<file path="src/rtl/nref_pkg.sv">
// Package: shared defaults for the noise reference capture block.
// Assumes: every module of the block takes its widths from these values.
package nref_pkg;
    localparam int unsigned DEF_DATA_W      = 16;
    localparam int unsigned DEF_BIN_W       = 8;
    localparam int unsigned DEF_CAP_SAMPLES = 5;
    localparam int unsigned DEF_MEM_DEPTH   = 5;
endpackage

</file>
<file path="src/rtl/nref_wr_ctrl.sv">
// Write controller: counts valid samples after reset and keeps the memory
// write enable high while the count is below CAP_SAMPLES.
// Assumes: rst_n is synchronous and active low; the count never wraps.
module nref_wr_ctrl #(
    parameter int unsigned CAP_SAMPLES = nref_pkg::DEF_CAP_SAMPLES
) (
    input  logic clk,
    input  logic rst_n,
    input  logic in_valid,
    output logic wr_en,
    output logic done
);
    localparam int unsigned CNT_W = $clog2(CAP_SAMPLES + 1);
    localparam logic [CNT_W-1:0] CNT_MAX = CNT_W'(CAP_SAMPLES);

    logic [CNT_W-1:0] cnt;

    // Comparator: write while fewer than CAP_SAMPLES samples are stored.
    assign wr_en = rst_n && in_valid && (cnt < CNT_MAX);
    assign done  = (cnt == CNT_MAX);

    // Saturating counter of captured samples.
    always_ff @(posedge clk) begin
        if (!rst_n)     cnt <= '0;
        else if (wr_en) cnt <= cnt + 1'b1;
    end

    p_cnt_bound_r5: assert property (@(posedge clk) disable iff (!rst_n)
        cnt <= CNT_MAX);
    p_done_sticky_r5: assert property (@(posedge clk) disable iff (!rst_n)
        done |=> done);
    p_idle_no_count_r4: assert property (@(posedge clk) disable iff (!rst_n)
        !in_valid |=> $stable(cnt));
endmodule

</file>
<file path="src/rtl/nref_spram.sv">
// Single-port RAM with write-first read: a write also returns the new word
// on the registered read port. The read port holds while the port is idle.
// Assumes: en qualifies both read and write; no reset on the array.
module nref_spram #(
    parameter int unsigned DATA_W = nref_pkg::DEF_DATA_W,
    parameter int unsigned DEPTH  = nref_pkg::DEF_MEM_DEPTH,
    localparam int unsigned ADDR_W = (DEPTH > 1) ? $clog2(DEPTH) : 1
) (
    input  logic              clk,
    input  logic              rst_n,
    input  logic              en,
    input  logic              we,
    input  logic [ADDR_W-1:0] addr,
    input  logic [DATA_W-1:0] wdata,
    output logic [DATA_W-1:0] rdata
);
    logic [DATA_W-1:0] mem [DEPTH];

    // Port access: write-first on a write, plain read otherwise.
    always_ff @(posedge clk) begin
        if (en) begin
            if (we) begin
                mem[addr] <= wdata;
                rdata     <= wdata;
            end else begin
                rdata     <= mem[addr];
            end
        end
    end

    p_write_first_r3: assert property (@(posedge clk) disable iff (!rst_n)
        (en && we) |=> rdata == $past(wdata));
    p_we_needs_en_r4: assert property (@(posedge clk) disable iff (!rst_n)
        we |-> en);
endmodule

</file>
<file path="src/rtl/nref_capture.sv">
// Top: captures a noise-only reference from the first CAP_SAMPLES valid
// spectral words after reset, then replays it by bin index modulo MEM_DEPTH.
// The signal is delayed one cycle to line up with the registered RAM read.
// Assumes: the earliest input after reset is noise only; one channel.
module nref_capture #(
    parameter int unsigned DATA_W      = nref_pkg::DEF_DATA_W,
    parameter int unsigned BIN_W       = nref_pkg::DEF_BIN_W,
    parameter int unsigned CAP_SAMPLES = nref_pkg::DEF_CAP_SAMPLES,
    parameter int unsigned MEM_DEPTH   = nref_pkg::DEF_MEM_DEPTH
) (
    input  logic              clk,
    input  logic              rst_n,
    input  logic              in_valid,
    input  logic [DATA_W-1:0] in_sig,
    input  logic [BIN_W-1:0]  in_bin,
    output logic              out_valid,
    output logic [DATA_W-1:0] out_sig,
    output logic [DATA_W-1:0] out_noise,
    output logic              noise_ready
);
    localparam int unsigned ADDR_W = (MEM_DEPTH > 1) ? $clog2(MEM_DEPTH) : 1;
    localparam logic [BIN_W-1:0] DEPTH_B = BIN_W'(MEM_DEPTH);

    logic              wr_en;
    logic              cap_done;
    logic [ADDR_W-1:0] ram_addr;

    // Address: bin position folded into the stored depth.
    assign ram_addr = ADDR_W'(in_bin % DEPTH_B);

    nref_wr_ctrl #(.CAP_SAMPLES(CAP_SAMPLES)) u_ctrl (
        .clk      (clk),
        .rst_n    (rst_n),
        .in_valid (in_valid),
        .wr_en    (wr_en),
        .done     (cap_done)
    );

    nref_spram #(.DATA_W(DATA_W), .DEPTH(MEM_DEPTH)) u_ram (
        .clk   (clk),
        .rst_n (rst_n),
        .en    (in_valid),
        .we    (wr_en),
        .addr  (ram_addr),
        .wdata (in_sig),
        .rdata (out_noise)
    );

    // Strobe delay matching the one-cycle RAM read.
    always_ff @(posedge clk) begin
        if (!rst_n) out_valid <= 1'b0;
        else        out_valid <= in_valid;
    end

    // Data delay matching the one-cycle RAM read.
    always_ff @(posedge clk) begin
        if (in_valid) out_sig <= in_sig;
    end

    assign noise_ready = cap_done;

    p_latency_r2: assert property (@(posedge clk) disable iff (!rst_n)
        in_valid |=> out_valid);
    p_no_spurious_r2: assert property (@(posedge clk) disable iff (!rst_n)
        !in_valid |=> !out_valid);
    p_capture_echo_r3: assert property (@(posedge clk) disable iff (!rst_n)
        wr_en |=> (out_noise == out_sig));
    p_ready_after_write_r8: assert property (@(posedge clk) disable iff (!rst_n)
        $rose(noise_ready) |-> $past(wr_en));
    p_no_write_when_ready_r7: assert property (@(posedge clk) disable iff (!rst_n)
        noise_ready |-> !wr_en);
endmodule

</file>
<file path="config.mk">
export PLATFORM = sky130hd
export DESIGN_NAME = nref_capture
export DESIGN_NICKNAME = d
export VERILOG_FILES = /design/src/rtl/nref_pkg.sv /design/src/rtl/nref_wr_ctrl.sv /design/src/rtl/nref_spram.sv /design/src/rtl/nref_capture.sv
export SDC_FILE = /design/constraint.sdc
export NUM_CORES = 1
export LEC_CHECK = 0
export BUFFER_PORTS_ARGS = -buffer_cell sky130_fd_sc_hd__buf_2
export CORE_MARGIN = 2
export CORE_UTILIZATION = 45
export CTS_BUF_LIST = sky130_fd_sc_hd__clkbuf_16
export CTS_CLUSTER_DIAMETER = 120
export DETAILED_ROUTE_END_ITERATION = 16
export PLACE_DENSITY = 0.67
export SETUP_SLACK_MARGIN = 0.5
export SYNTH_ARGS = -nofsm -noshare
export SYNTH_HDL_FRONTEND = slang
export SYNTH_HIERARCHICAL = 1
export SYNTH_SLANG_ARGS = --single-unit
</file>
<file path="constraint.sdc">
create_clock -name clk -period 5.2 [get_ports clk]
set_input_delay 0.26 -clock clk [delete_from_list [all_inputs] [get_ports clk]]
set_output_delay 0.26 -clock clk [all_outputs]
set_load 0.1 [all_outputs]
</file>
==> reports/results.ini, run 1 <==
[cells_and_area]
synthToLayoutAreaGrowth_pct=21.6
antennaDiodeCount=0
drive_above_1_share=0.326
final_cells=616
nNetsFinal=493

[synth]
yosysWarnings=6
synthFlopType=edfxtp_1
synth_seq_area_share=0.647
avgSynthCellArea_sq_um=13.7
syn-num-nets=423
synth-edff-count=112
synthArstFlopShare=0
synth_cells=390
netlist_area_sq_um=5330
synthDistinctLibCells=66
ys_ff_latch=116

[clock_tree]
cts_buffer_depth=2
clkSinkCount=116
cts_max_level=4
root_buffer=clkbuf_16
cts_tree=built
clk-insertion-delay-late_ns=0.40
clk_pin_slew_worst_paths_ns=0.06
postCtsSetupBuffers=0
cts-buffers-inserted=17

[floorplanning]
ioPinCount=61
die_y_um=113
die_w_um=113
core_sq_um=11500
die_area_sq_um=12700
initial_utilization=0.464
rows=39

[detailed_routing]
drc_errors=0
finalWirelength_um=10800
vias_per_cell=5.69
drtPass1Iterations=5
avgRoutedWirePerCell_um=17.6
vias=3503
ant_nets=0
drt_iter0_markers=229

[worst_setup_path]
cp-start-kind=input pin
rrSetupSlack_ns=3.05
critPathCapture=u_ram/rdata[12]
crit_path_start=in_bin[6]
crit_required_ns=5.32
rr_worst_depth=6
r2r-end=u_ram/mem[4][4]
critPathArrivalTime_ns=4.52
r2r-start=u_ctrl/cnt[0]
worstSetupPathType=input pin to flip-flop
setup.worst_path.end_class=flip-flop
cp_max_fo=22

[global_routing]
antenna_found_initial=0
grt_pass1_wl_um=17400
track_usage=0.178
grt_overflow_total=0
grt_max_degree=41
grt_pass1_vias=3405

[sta]
worstMarginPinSlew_ns=0.538
slew_violations=0
slew_headroom=0.637
rsz0062_at_grt=no
fin_crit_sh=0.846
fin_crit_ns=4.40
hold_violations=0
clock_skew_ns=0.00943
fin_hold_ws_ns=0.118
setup-violations-final=0
setup_tns_ns=0
max_clock_freq_mhz=227

[worst_hold_path]
holdCritPathClass=input pin to flip-flop

[power]
ir_drop_v=0.000270
power_density_nw_per_um2=479
finalPower_mw=3.10
leakagePower_nw=2.34

[place]
io_buffer_count=60
dp_cells=584
place_congestion=0.846
dp.final_hpwl_um=6910

[outcome]
outcome=complete, no violations

[flow_run]
maxCapViolCount=0

==> worst min path at each step <==
stage / start / end / slack (ns) / cells past startpoint
after floorplan: in_sig[0] / out_sig[0] / 0.36 / 0
after global placement: in_sig[4] / out_sig[4] / 0.52 / 1
after detailed placement: in_sig[4] / out_sig[4] / 0.53 / 1
after CTS: in_sig[3] / u_ram/mem[0][3] / 0.10 / 1
after global routing: in_sig[6] / u_ram/mem[1][6] / 0.11 / 1
final: in_sig[0] / out_sig[0] / 0.12 / 1
==> synth_stat cells, drive strengths merged (2+ instances only) <==
| master | count | area [sq um] |
|---|---|---|
| a211oi | 2 | 15.0 |
| a21boi | 2 | 18.8 |
| a21oi | 23 | 115 |
| a222oi | 4 | 40.0 |
| a22oi | 13 | 97.6 |
| a31oi | 14 | 87.6 |
| and2 | 4 | 27.5 |
| and3 | 2 | 13.8 |
| and3b | 2 | 17.5 |
| and4bb | 2 | 25.0 |
| buf | 20 | 133 |
| clkbuf | 7 | 26.3 |
| dfxtp | 4 | 80.1 |
| edfxtp | 112 | 3360 |
| ha | 6 | 75.1 |
| inv | 11 | 41.3 |
| mux2 | 22 | 251 |
| mux2i | 3 | 37.5 |
| nand2 | 17 | 63.8 |
| nand2b | 4 | 25.0 |
| nand3 | 3 | 15.0 |
| nor2 | 28 | 105 |
| nor2b | 6 | 45.0 |
| nor3 | 6 | 30.0 |
| nor3b | 3 | 22.5 |
| nor4b | 3 | 32.5 |
| nor4bb | 5 | 50.1 |
| o2111ai | 2 | 17.5 |
| o211ai | 3 | 27.5 |
| o21ai | 24 | 120 |
| o221ai | 3 | 26.3 |
| or2b | 3 | 22.5 |
| xnor2 | 7 | 61.3 |
==> area by class of cell <==
type                       instances  area [sq um]
clock inverter                    15           169
multi-input combinational        236          1780
sequential                       116          3440
tap                              143           179
clock buffer                      17           425
fill                             900          4990
inverter                          11          41.3
timing repair buffer              78           435
==> report_power, final <==
part / internal, mW / leakage (nW) / switching, mW
combinational: 0.222 / 0.974 / 0.601
sequential: 1.11 / 1.07 / 0.0176
clock: 0.719 / 0.296 / 0.435
==> logic make-up (layout without fill, tap and decap cells) <==
family,after synthesis,in the layout,share of synthesized area
flops,116,116,0.647
fa+ha+maj,6,6,0.0141
simple gates,94,94,0.102
compound gates,103,103,0.133
buf+inv,38,121,0.0376
xor+xnor,8,8,0.0132
mux,25,25,0.0543
==> per-stage QoR <==
step | util | area, sq um | setup slack, ns
after floorplan | - | 5350 | 0.411
after global placement | 0.509 | 5840 | 0.330
after detailed placement | 0.509 | 5840 | 0.280
after CTS | 0.561 | 6430 | 0.655
after global routing | 0.565 | 6480 | 0.481
final | 0.565 | 6480 | 0.800
==> worst max-delay path: stages <==
cell	delay, ns
buf_2	0.23
nor4b_1	0.56
nand2_1	0.14
o21ai_1	0.16
nor2_1	0.09
ha_1	0.18
inv_1	0.11
o21ai_0	0.12
a2111oi_2	0.36
mux2_4	0.37
ha_1	0.19
nand2b_1	0.18
a21boi_4	0.27
xnor2_4	0.27
buf_4	0.32
mux2_2	0.35
a222oi_1	0.23
a21oi_1	0.12
==> registers in the layout (all words and copies together), names as in the netlist <==
name,flops
out_valid,1
out_sig,16
u_ctrl/cnt,3
u_ram/mem,80
u_ram/rdata,16
==> layer usage <==
layer  global-route usage  vias to the layer above  wire length (um)
met5                    0                        -                 0
met3               0.0493                       11               636
met2                0.277                      118              5210
met1                0.245                     1714              4850
met4               0.0553                        0               117
li1                     -                     1660                 -
==> timing repair <==
action	4_1_cts	5_1_grt
hold buffers	0	0
endpoints found under the setup margin	0	40
resized for setup	0	8
==> layout by cell type (no fill, tap or decap), types with 4 or more instances in the layout <==
cell type	count
nor3_1	4
o21ai_1	4
inv_6	6
nor2_1	27
a222oi_1	4
buf_4	18
dfxtp_1	4
edfxtp_1	112
inv_1	11
clkbuf_16	17
nor4bb_1	4
xnor2_1	5
a31oi_1	14
a22oi_1	13
nand2_1	17
ha_1	6
a21oi_1	23
o21ai_0	20
nand2b_1	4
buf_2	60
mux2_2	21
Note: power is estimated with default switching activity, not from simulation.
==> run 2, diff against run 1 <==
==> constraint.sdc (replaced) <==
create_clock -name clk -period 3.7 [get_ports clk]
set_input_delay 0.185 -clock clk [delete_from_list [all_inputs] [get_ports clk]]
set_output_delay 0.185 -clock clk [all_outputs]
set_load 0.1 [all_outputs]
==> run 2 against run 1 <==
  * The run now ends with setup timing left
  * Total power increased by 60%
  * Sequential share of layout area is 8.7 points lower
  * Final cell count increased by 13%
==> reports/results.ini, run 2 (synthesis results as in run 1) <==
[outcome]
outcome=finished with violations  ; was complete, no violations
violations=setup timing

[worst_setup_path]
cp-start-kind=input pin  ; unchanged
worstSetupPathType=input pin to flip-flop  ; unchanged
setup.worst_path.end_class=flip-flop  ; unchanged
critPathArrivalTime_ns=3.82  ; was 4.52 ns
crit_required_ns=3.79  ; was 5.32 ns
cp_max_fo=6  ; was 22

[cells_and_area]
largestRegisters=u_ram/mem x80, out_sig x16, u_ram/rdata x16  ; unchanged
num-fill-cells=723  ; was 900
antennaDiodeCount=0  ; unchanged
largest_register_ffs=80  ; unchanged
drive_above_1_share=0.484  ; was 0.326
nNetsFinal=574  ; was 493
final_common_cell=edfxtp_1  ; unchanged
final_cell_mix=112 x edfxtp_1, 59 x buf_4, 55 x buf_2, 25 x nor2_1, 25 x buf_6  ; was 112 x edfxtp_1, 60 x buf_2, 27 x nor2_1, 23 x a21oi_1, 21 x mux2_2
utilization=0.676  ; was 0.565
final_cells=697  ; was 616
final_area_sq_um=7750  ; was 6480 sq um
top_register=u_ram/mem  ; unchanged
synthToLayoutAreaGrowth_pct=45.5  ; was 21.6%

[floorplanning]
ioPinCount=61  ; unchanged
rows=39  ; unchanged
die_w_um=113  ; unchanged
initial_utilization=0.464  ; unchanged
die_y_um=113  ; unchanged
core_sq_um=11500  ; unchanged
die_area_sq_um=12700  ; unchanged

[detailed_routing]
vias_per_cell=5.76  ; was 5.69
avgRoutedWirePerCell_um=20.1  ; was 17.6 um
vias=4015  ; was 3503
finalWirelength_um=14000  ; was 10800 um
drtPass1Iterations=5  ; unchanged
drt_iter0_markers=353  ; was 229
ant_nets=0  ; unchanged
drc_errors=0  ; unchanged

[global_routing]
grt_pass1_vias=3913  ; was 3405
track_usage=0.211  ; was 0.178
grt_pass1_wl_um=20500  ; was 17400 um
grt_overflow_total=0  ; unchanged
grt_max_degree=25  ; was 41
antenna_found_initial=0  ; unchanged

[place]
place_area_sq_um=6420  ; was 5840 sq um
place_congestion=0.794  ; was 0.846
dp.final_hpwl_um=7990  ; was 6910 um
io_buffer_count=60  ; unchanged
dp_cells=634  ; was 584
place_ws_ns=-0.473  ; was 0.280 ns

[clock_tree]
cts_tree=built  ; unchanged
cts-buffers-inserted=17  ; unchanged
cts_buffer_depth=2  ; unchanged
clk-insertion-delay-late_ns=0.41  ; was 0.40 ns
hold_buffers=0  ; unchanged
cts_max_level=4  ; unchanged
clk_pin_slew_worst_paths_ns=0.06  ; about the same
root_buffer=clkbuf_16  ; unchanged
clkSinkCount=116  ; unchanged

[sta]
max_clock_freq_mhz=268
setup_tns_ns=-0.0292  ; was 0 ns
slew_headroom=0.333  ; was 0.637
hold_violations=0  ; unchanged
fin_ws_ns=-0.0292  ; was 0.800 ns
rsz0062_at_grt=yes  ; was no
setup-violations-final=1  ; was 0
clock_skew_ns=0.00726  ; was 0.00943 ns
fin_crit_sh=1.01
fin_crit_ns=3.73
worstMarginPinSlew_ns=0.998  ; was 0.538 ns
slew_violations=0  ; unchanged

[worst_hold_path]
holdCritPathClass=input pin to flip-flop  ; unchanged

[power]
power_density_nw_per_um2=639  ; was 479 nW/um^2
leakagePower_nw=2.95  ; was 2.34 nW
ir_drop_v=0.000398  ; was 0.000270 V

[flow_run]
maxCapViolCount=0  ; unchanged

[run 2: changes by cell type in the layout (fill, tap and decap cells not counted), moves of 3 or more]
cell	change
buf_6	+25
mux2_2	-9
o21ai_2	+8
a22oi_2	+8
ha_1	-3
o21ai_0	-11
buf_2	-5
buf_8	+7
a22oi_1	-8
buf_4	+41
mux2_4	+9
nor3_4	+3
buf_12	+10
[run 2: cell type report]
class / instances / area [sq um] / area share
clock buffers: 17 / 425 / 0.0549
clock inverters: 15 / 176 / 0.0228
inverters: 11 / 43.8 / 0.00565
multi-input cells: 236 / 2100 / 0.270
flip-flops and latches: 116 / 3440 / 0.444
well taps: 143 / 179 / 0.0231
repair buffers: 159 / 1390 / 0.179
[run 2: per-layer routing]
layer / global-route usage / routed length [um]
met1: 0.270 / 5740
met2: 0.349 / 7090
met4: 0.0724 / 223
met5: 0 / 0
met3: 0.0557 / 935
[run 2: worst max-delay path: stages]
cell and delay (ns):
buf_6 0.12, or2b_1 0.28, nor3_4 0.16, a221oi_4 0.06, o21ai_2 0.20, nor2_2 0.06
ha_2 0.18, inv_4 0.08, o21ai_4 0.06, a2111oi_4 0.38, mux2_4 0.37, ha_4 0.17
nand2b_4 0.14, a21boi_4 0.22, xnor2_4 0.23, buf_12 0.16, buf_16 0.11, buf_6 0.10
nor2_4 0.04, buf_12 0.12, buf_6 0.11, a22oi_2 0.15, a31oi_1 0.14
[run 2: final timing paths]
check / start / endpoint / slack [ns] / depth (start not counted)
setup / recovery: in_bin[4] / u_ram/rdata[7] / -0.03 / 23
hold / removal: rst_n / u_ctrl/cnt[0] / 0.03 / 3
setup reg to reg: u_ctrl/cnt[0] / u_ram/mem[4][13] / 1.31 / 5
hold reg to reg: u_ctrl/cnt[1] / u_ctrl/cnt[1] / 0.55 / 2
[run 2: stage by stage]
step	hold slack, ns	power [mW]
6_report	0.0326	4.95
5_1_grt	0.0338	5.11
4_1_cts	0.0286	4.80
3_5_place_dp	0.447	2.92
3_3_place_gp	0.438	2.89
2_1_floorplan	0.284	2.57
[run 2: what timing repair did]
item	in CTS	in global routing
endpoints found under the setup margin	96	96
pin swaps	35	28
cloned	4	0
buffers inserted	16	11
resized for setup	65	41
[run 2: where the power goes]
group	switching, mW	total [mW]	internal [mW]
logic	1.04	1.70	0.662
registers	0.0249	1.58	1.56
clock network	0.611	1.67	1.06
==> run 3, diff against run 2 <==
--- a/config.mk
+++ b/config.mk
@@ -5,13 +5,15 @@
 export SDC_FILE = /design/constraint.sdc
 export NUM_CORES = 1
 export LEC_CHECK = 0
+export ABC_AREA = 1
+export ABC_CLOCK_PERIOD_IN_PS = 3700
 export BUFFER_PORTS_ARGS = -buffer_cell sky130_fd_sc_hd__buf_2
 export CORE_MARGIN = 2
 export CORE_UTILIZATION = 45
 export CTS_BUF_LIST = sky130_fd_sc_hd__clkbuf_16
 export CTS_CLUSTER_DIAMETER = 120
 export DETAILED_ROUTE_END_ITERATION = 16
-export PLACE_DENSITY = 0.67
+export PLACE_DENSITY = 0.74
 export SETUP_SLACK_MARGIN = 0.5
 export SYNTH_ARGS = -nofsm -noshare
 export SYNTH_HDL_FRONTEND = slang
==> run 3 against run 2 <==
  * The run now ends clean
  * Die area rose by 2.1%
  * Register-to-register slack improved by 0.09 ns
  * Setup slack improved by 0.32 ns
  * Total power rose by 21%
  * Clock skew fell by 0.0011 ns
  * Sequential share of layout area rose by 2.0 points
  * Via count rose by 5.9%
  * Sequential power rose by 5%
  * Fmax rose by 9.4%
  * Hold slack improved by 0.017 ns
  * Combinational power rose by 59%
  * Largest cell class unchanged
==> reports/results.ini, run 3 <==
[sta]
slew_headroom=0.344  ; was 0.333
max_clock_freq_mhz=293  ; was 268 MHz
rsz0062_at_grt=yes  ; unchanged
setup-violations-final=0  ; was 1
hold_violations=0  ; unchanged
fin_ws_ns=0.291  ; was -0.0292 ns
slew_violations=0  ; unchanged
fin_crit_ns=3.41  ; was 3.73 ns
worstMarginPinSlew_ns=0.981  ; was 0.998 ns
clock_skew_ns=0.00611  ; was 0.00726 ns
fin_crit_sh=0.921  ; was 1.01
fin_hold_ws_ns=0.0495  ; was 0.0326 ns

[detailed_routing]
finalWirelength_um=13000  ; was 14000 um
drtPass1Iterations=5  ; unchanged
ant_nets=0  ; unchanged
vias_per_cell=5.21  ; was 5.76
avgRoutedWirePerCell_um=16.0  ; was 20.1 um
vias=4250  ; was 4015
drt_iter0_markers=392  ; was 353
drc_errors=0  ; unchanged

[synth]
avgSynthCellArea_sq_um=10.1  ; was 13.7 sq um
yosys.area.top_type_share=0.618  ; was 0.632
synthFlopType=edfxtp_1  ; unchanged
synth-edff-count=112  ; unchanged
synth_seq_area_share=0.633  ; was 0.647
yosysTopAreaCell=edfxtp_1  ; unchanged
netlist_area_sq_um=5440  ; was 5330 sq um
yosysWarnings=6  ; unchanged
ys_ff_latch=116  ; unchanged
synthArstFlopShare=0  ; unchanged
synthDistinctLibCells=27  ; was 66
syn-num-nets=570  ; was 423
synth_most_common_cell=nand2_1  ; was edfxtp_1
synth_commonest_cells=141 x nand2_1, 112 x edfxtp_1, 71 x inv_1  ; was 112 x edfxtp_1, 28 x nor2_1, 23 x a21oi_1
synthTopCellsByArea=edfxtp_1 62%, nand2_1 9.7%, inv_1 4.9%, nand3_1 4.3%, nor2_1 3.7%  ; was edfxtp_1 63%, mux2_2 4.4%, a21oi_1 2.2%, nor2_1 2.0%, o21ai_0 1.9%
synth_cells=537  ; was 390

[worst_setup_path]
crit_required_ns=3.81  ; was 3.79 ns
r2r-start=u_ctrl/cnt[1]  ; was u_ctrl/cnt[0]
crit_buf_inv=10  ; was 7
r2r-end=u_ram/mem[2][10]  ; was u_ram/mem[4][13]
critPathCapture=u_ram/mem[4][13]  ; was u_ram/rdata[7]
critPathMaxStageDelay_ns=0.32  ; was 0.38 ns
rrSetupSlack_ns=1.40  ; was 1.31 ns
worstSetupPathType=input pin to flip-flop  ; unchanged
crit_top_cell=nand2_2  ; was buf_6
critPathTopFamily=simple AND/OR/NAND/NOR gates  ; was compound AO/OA/AOI/OAI gates
cp-start-kind=input pin  ; unchanged
slowest_stage=nor4_4  ; was a2111oi_4
rr_worst_depth=6  ; was 5
critPathArrivalTime_ns=3.52  ; was 3.82 ns
crit_path_start=in_bin[6]  ; was in_bin[4]
cp_max_fo=8  ; was 6
setup.worst_path.end_class=flip-flop  ; unchanged
critical_path_cell_count=35  ; was 23

[power]
power_density_nw_per_um2=811  ; was 639 nW/um^2
leakagePower_nw=3.31  ; was 2.95 nW
finalPower_mw=6.01  ; was 4.95 mW
ir_drop_v=0.000402  ; was 0.000398 V

[cells_and_area]
num-fill-cells=887  ; was 723
synthToLayoutAreaGrowth_pct=36.1  ; was 45.5%
largest_register_ffs=80  ; unchanged
utilization=0.622  ; was 0.676
top_register=u_ram/mem  ; unchanged
nNetsFinal=688  ; was 574
final_common_cell=nand2_1  ; was edfxtp_1
final_area_sq_um=7410  ; was 7750 sq um
final_cell_mix=120 x nand2_1, 112 x edfxtp_1, 67 x inv_1, 57 x buf_2, 47 x nor2_1  ; was 112 x edfxtp_1, 59 x buf_4, 55 x buf_2, 25 x nor2_1, 25 x buf_6
drive_above_1_share=0.368  ; was 0.484
antennaDiodeCount=0  ; unchanged
largestRegisters=u_ram/mem x80, out_sig x16, u_ram/rdata x16  ; unchanged

[floorplanning]
initial_utilization=0.457  ; was 0.464
die_area_sq_um=13000  ; was 12700 sq um
die_y_um=114  ; was 113 um
rows=40  ; was 39
core_sq_um=11900  ; was 11500 sq um
ioPinCount=61  ; unchanged
die_w_um=114  ; was 113 um

[global_routing]
track_usage=0.211  ; about the same
antenna_found_initial=0  ; unchanged
grt_overflow_total=0  ; unchanged
grt_max_degree=38  ; was 25
grt_pass1_wl_um=20900  ; was 20500 um
grt_pass1_vias=4261  ; was 3913

[clock_tree]
root_buffer=clkbuf_16  ; unchanged
clk-insertion-delay-late_ns=0.40  ; was 0.41 ns
cts_buffer_depth=2  ; unchanged
clk_pin_slew_worst_paths_ns=0.05  ; was 0.06 ns
cts_max_level=4  ; unchanged
clkSinkCount=116  ; unchanged
cts-buffers-inserted=17  ; unchanged
cts_tree=built  ; unchanged

[outcome]
outcome=complete, no violations  ; was finished with violations

[place]
io_buffer_count=60  ; unchanged
place_congestion=0.841  ; was 0.794
dp.final_hpwl_um=7860  ; was 7990 um
place_ws_ns=-0.285  ; was -0.473 ns
place_area_sq_um=6340  ; was 6420 sq um

[flow_run]
maxCapViolCount=0  ; unchanged

[worst_hold_path]
holdCritPathClass=input pin to flip-flop  ; unchanged

-- run 3: worst register-to-register path: stages, from the launching register on --
cell     delay (ns)
dfxtp_1        0.35
o21ai_2        0.23
nand2_2        0.08
inv_1          0.07
nand2_2        0.52
nor4_4         0.53
buf_4          0.23
-- run 3: how the worst min path moves through the flow --
stage	startpoint	to	slack, ns	depth (start not counted)
after floorplan	in_valid	out_valid	0.28	2
after global placement	rst_n	out_valid	0.44	3
after global routing	in_sig[9]	out_sig[9]	0.05	1
final	rst_n	out_valid	0.05	3
after CTS	in_sig[4]	u_ram/mem[4][4]	0.04	1
after detailed placement	in_sig[14]	out_sig[14]	0.46	1
-- run 3: power breakdown --
part	internal [mW]	leakage (nW)	switching, mW
Sequential	1.62	1.07	0.0352
Combinational	0.857	1.93	1.84
Clock	1.11	0.306	0.548
-- run 3: through the flow --
stage	cells	TNS, ns
after detailed placement	768	-20.90
after global placement	768	-1.78
final	815	0
after floorplan	537	-20.25
after global routing	815	0
after CTS	813	0
-- run 3: kinds of logic (layout without fill, tap and decap cells) --
logic type	Yosys count	count (layout)	synth area share
compound gates	6	6	0.00851
fa+ha+maj	6	6	0.0138
buf+inv	101	232	0.0775
flops	116	116	0.633
simple gates	308	308	0.267
-- run 3: area by class of cell --
cell class	count	area [sq um]	area share
Clock buffer	17	425	0.0574
Clock inverter	15	174	0.0235
Sequential cell	116	3440	0.465
Inverter	82	347	0.0468
Tap cell	147	184	0.0248
Multi-Input combinational cell	320	1890	0.256
Timing Repair Buffer	118	941	0.127
-- run 3: per-layer routing --
metal,track usage,wire [um]
met1,0.253,5150
met2,0.366,6920
met3,0.0468,678
met4,0.0943,286
met5,0,0
-- run 3: timing repair --
action	in CTS	in global routing
hold buffers	0	0
pin swaps	31	32
setup endpoints to repair	96	96
endpoints found under the hold margin	0	0
setup buffers	11	2
gates resized for setup	54	40
cloned	2	0
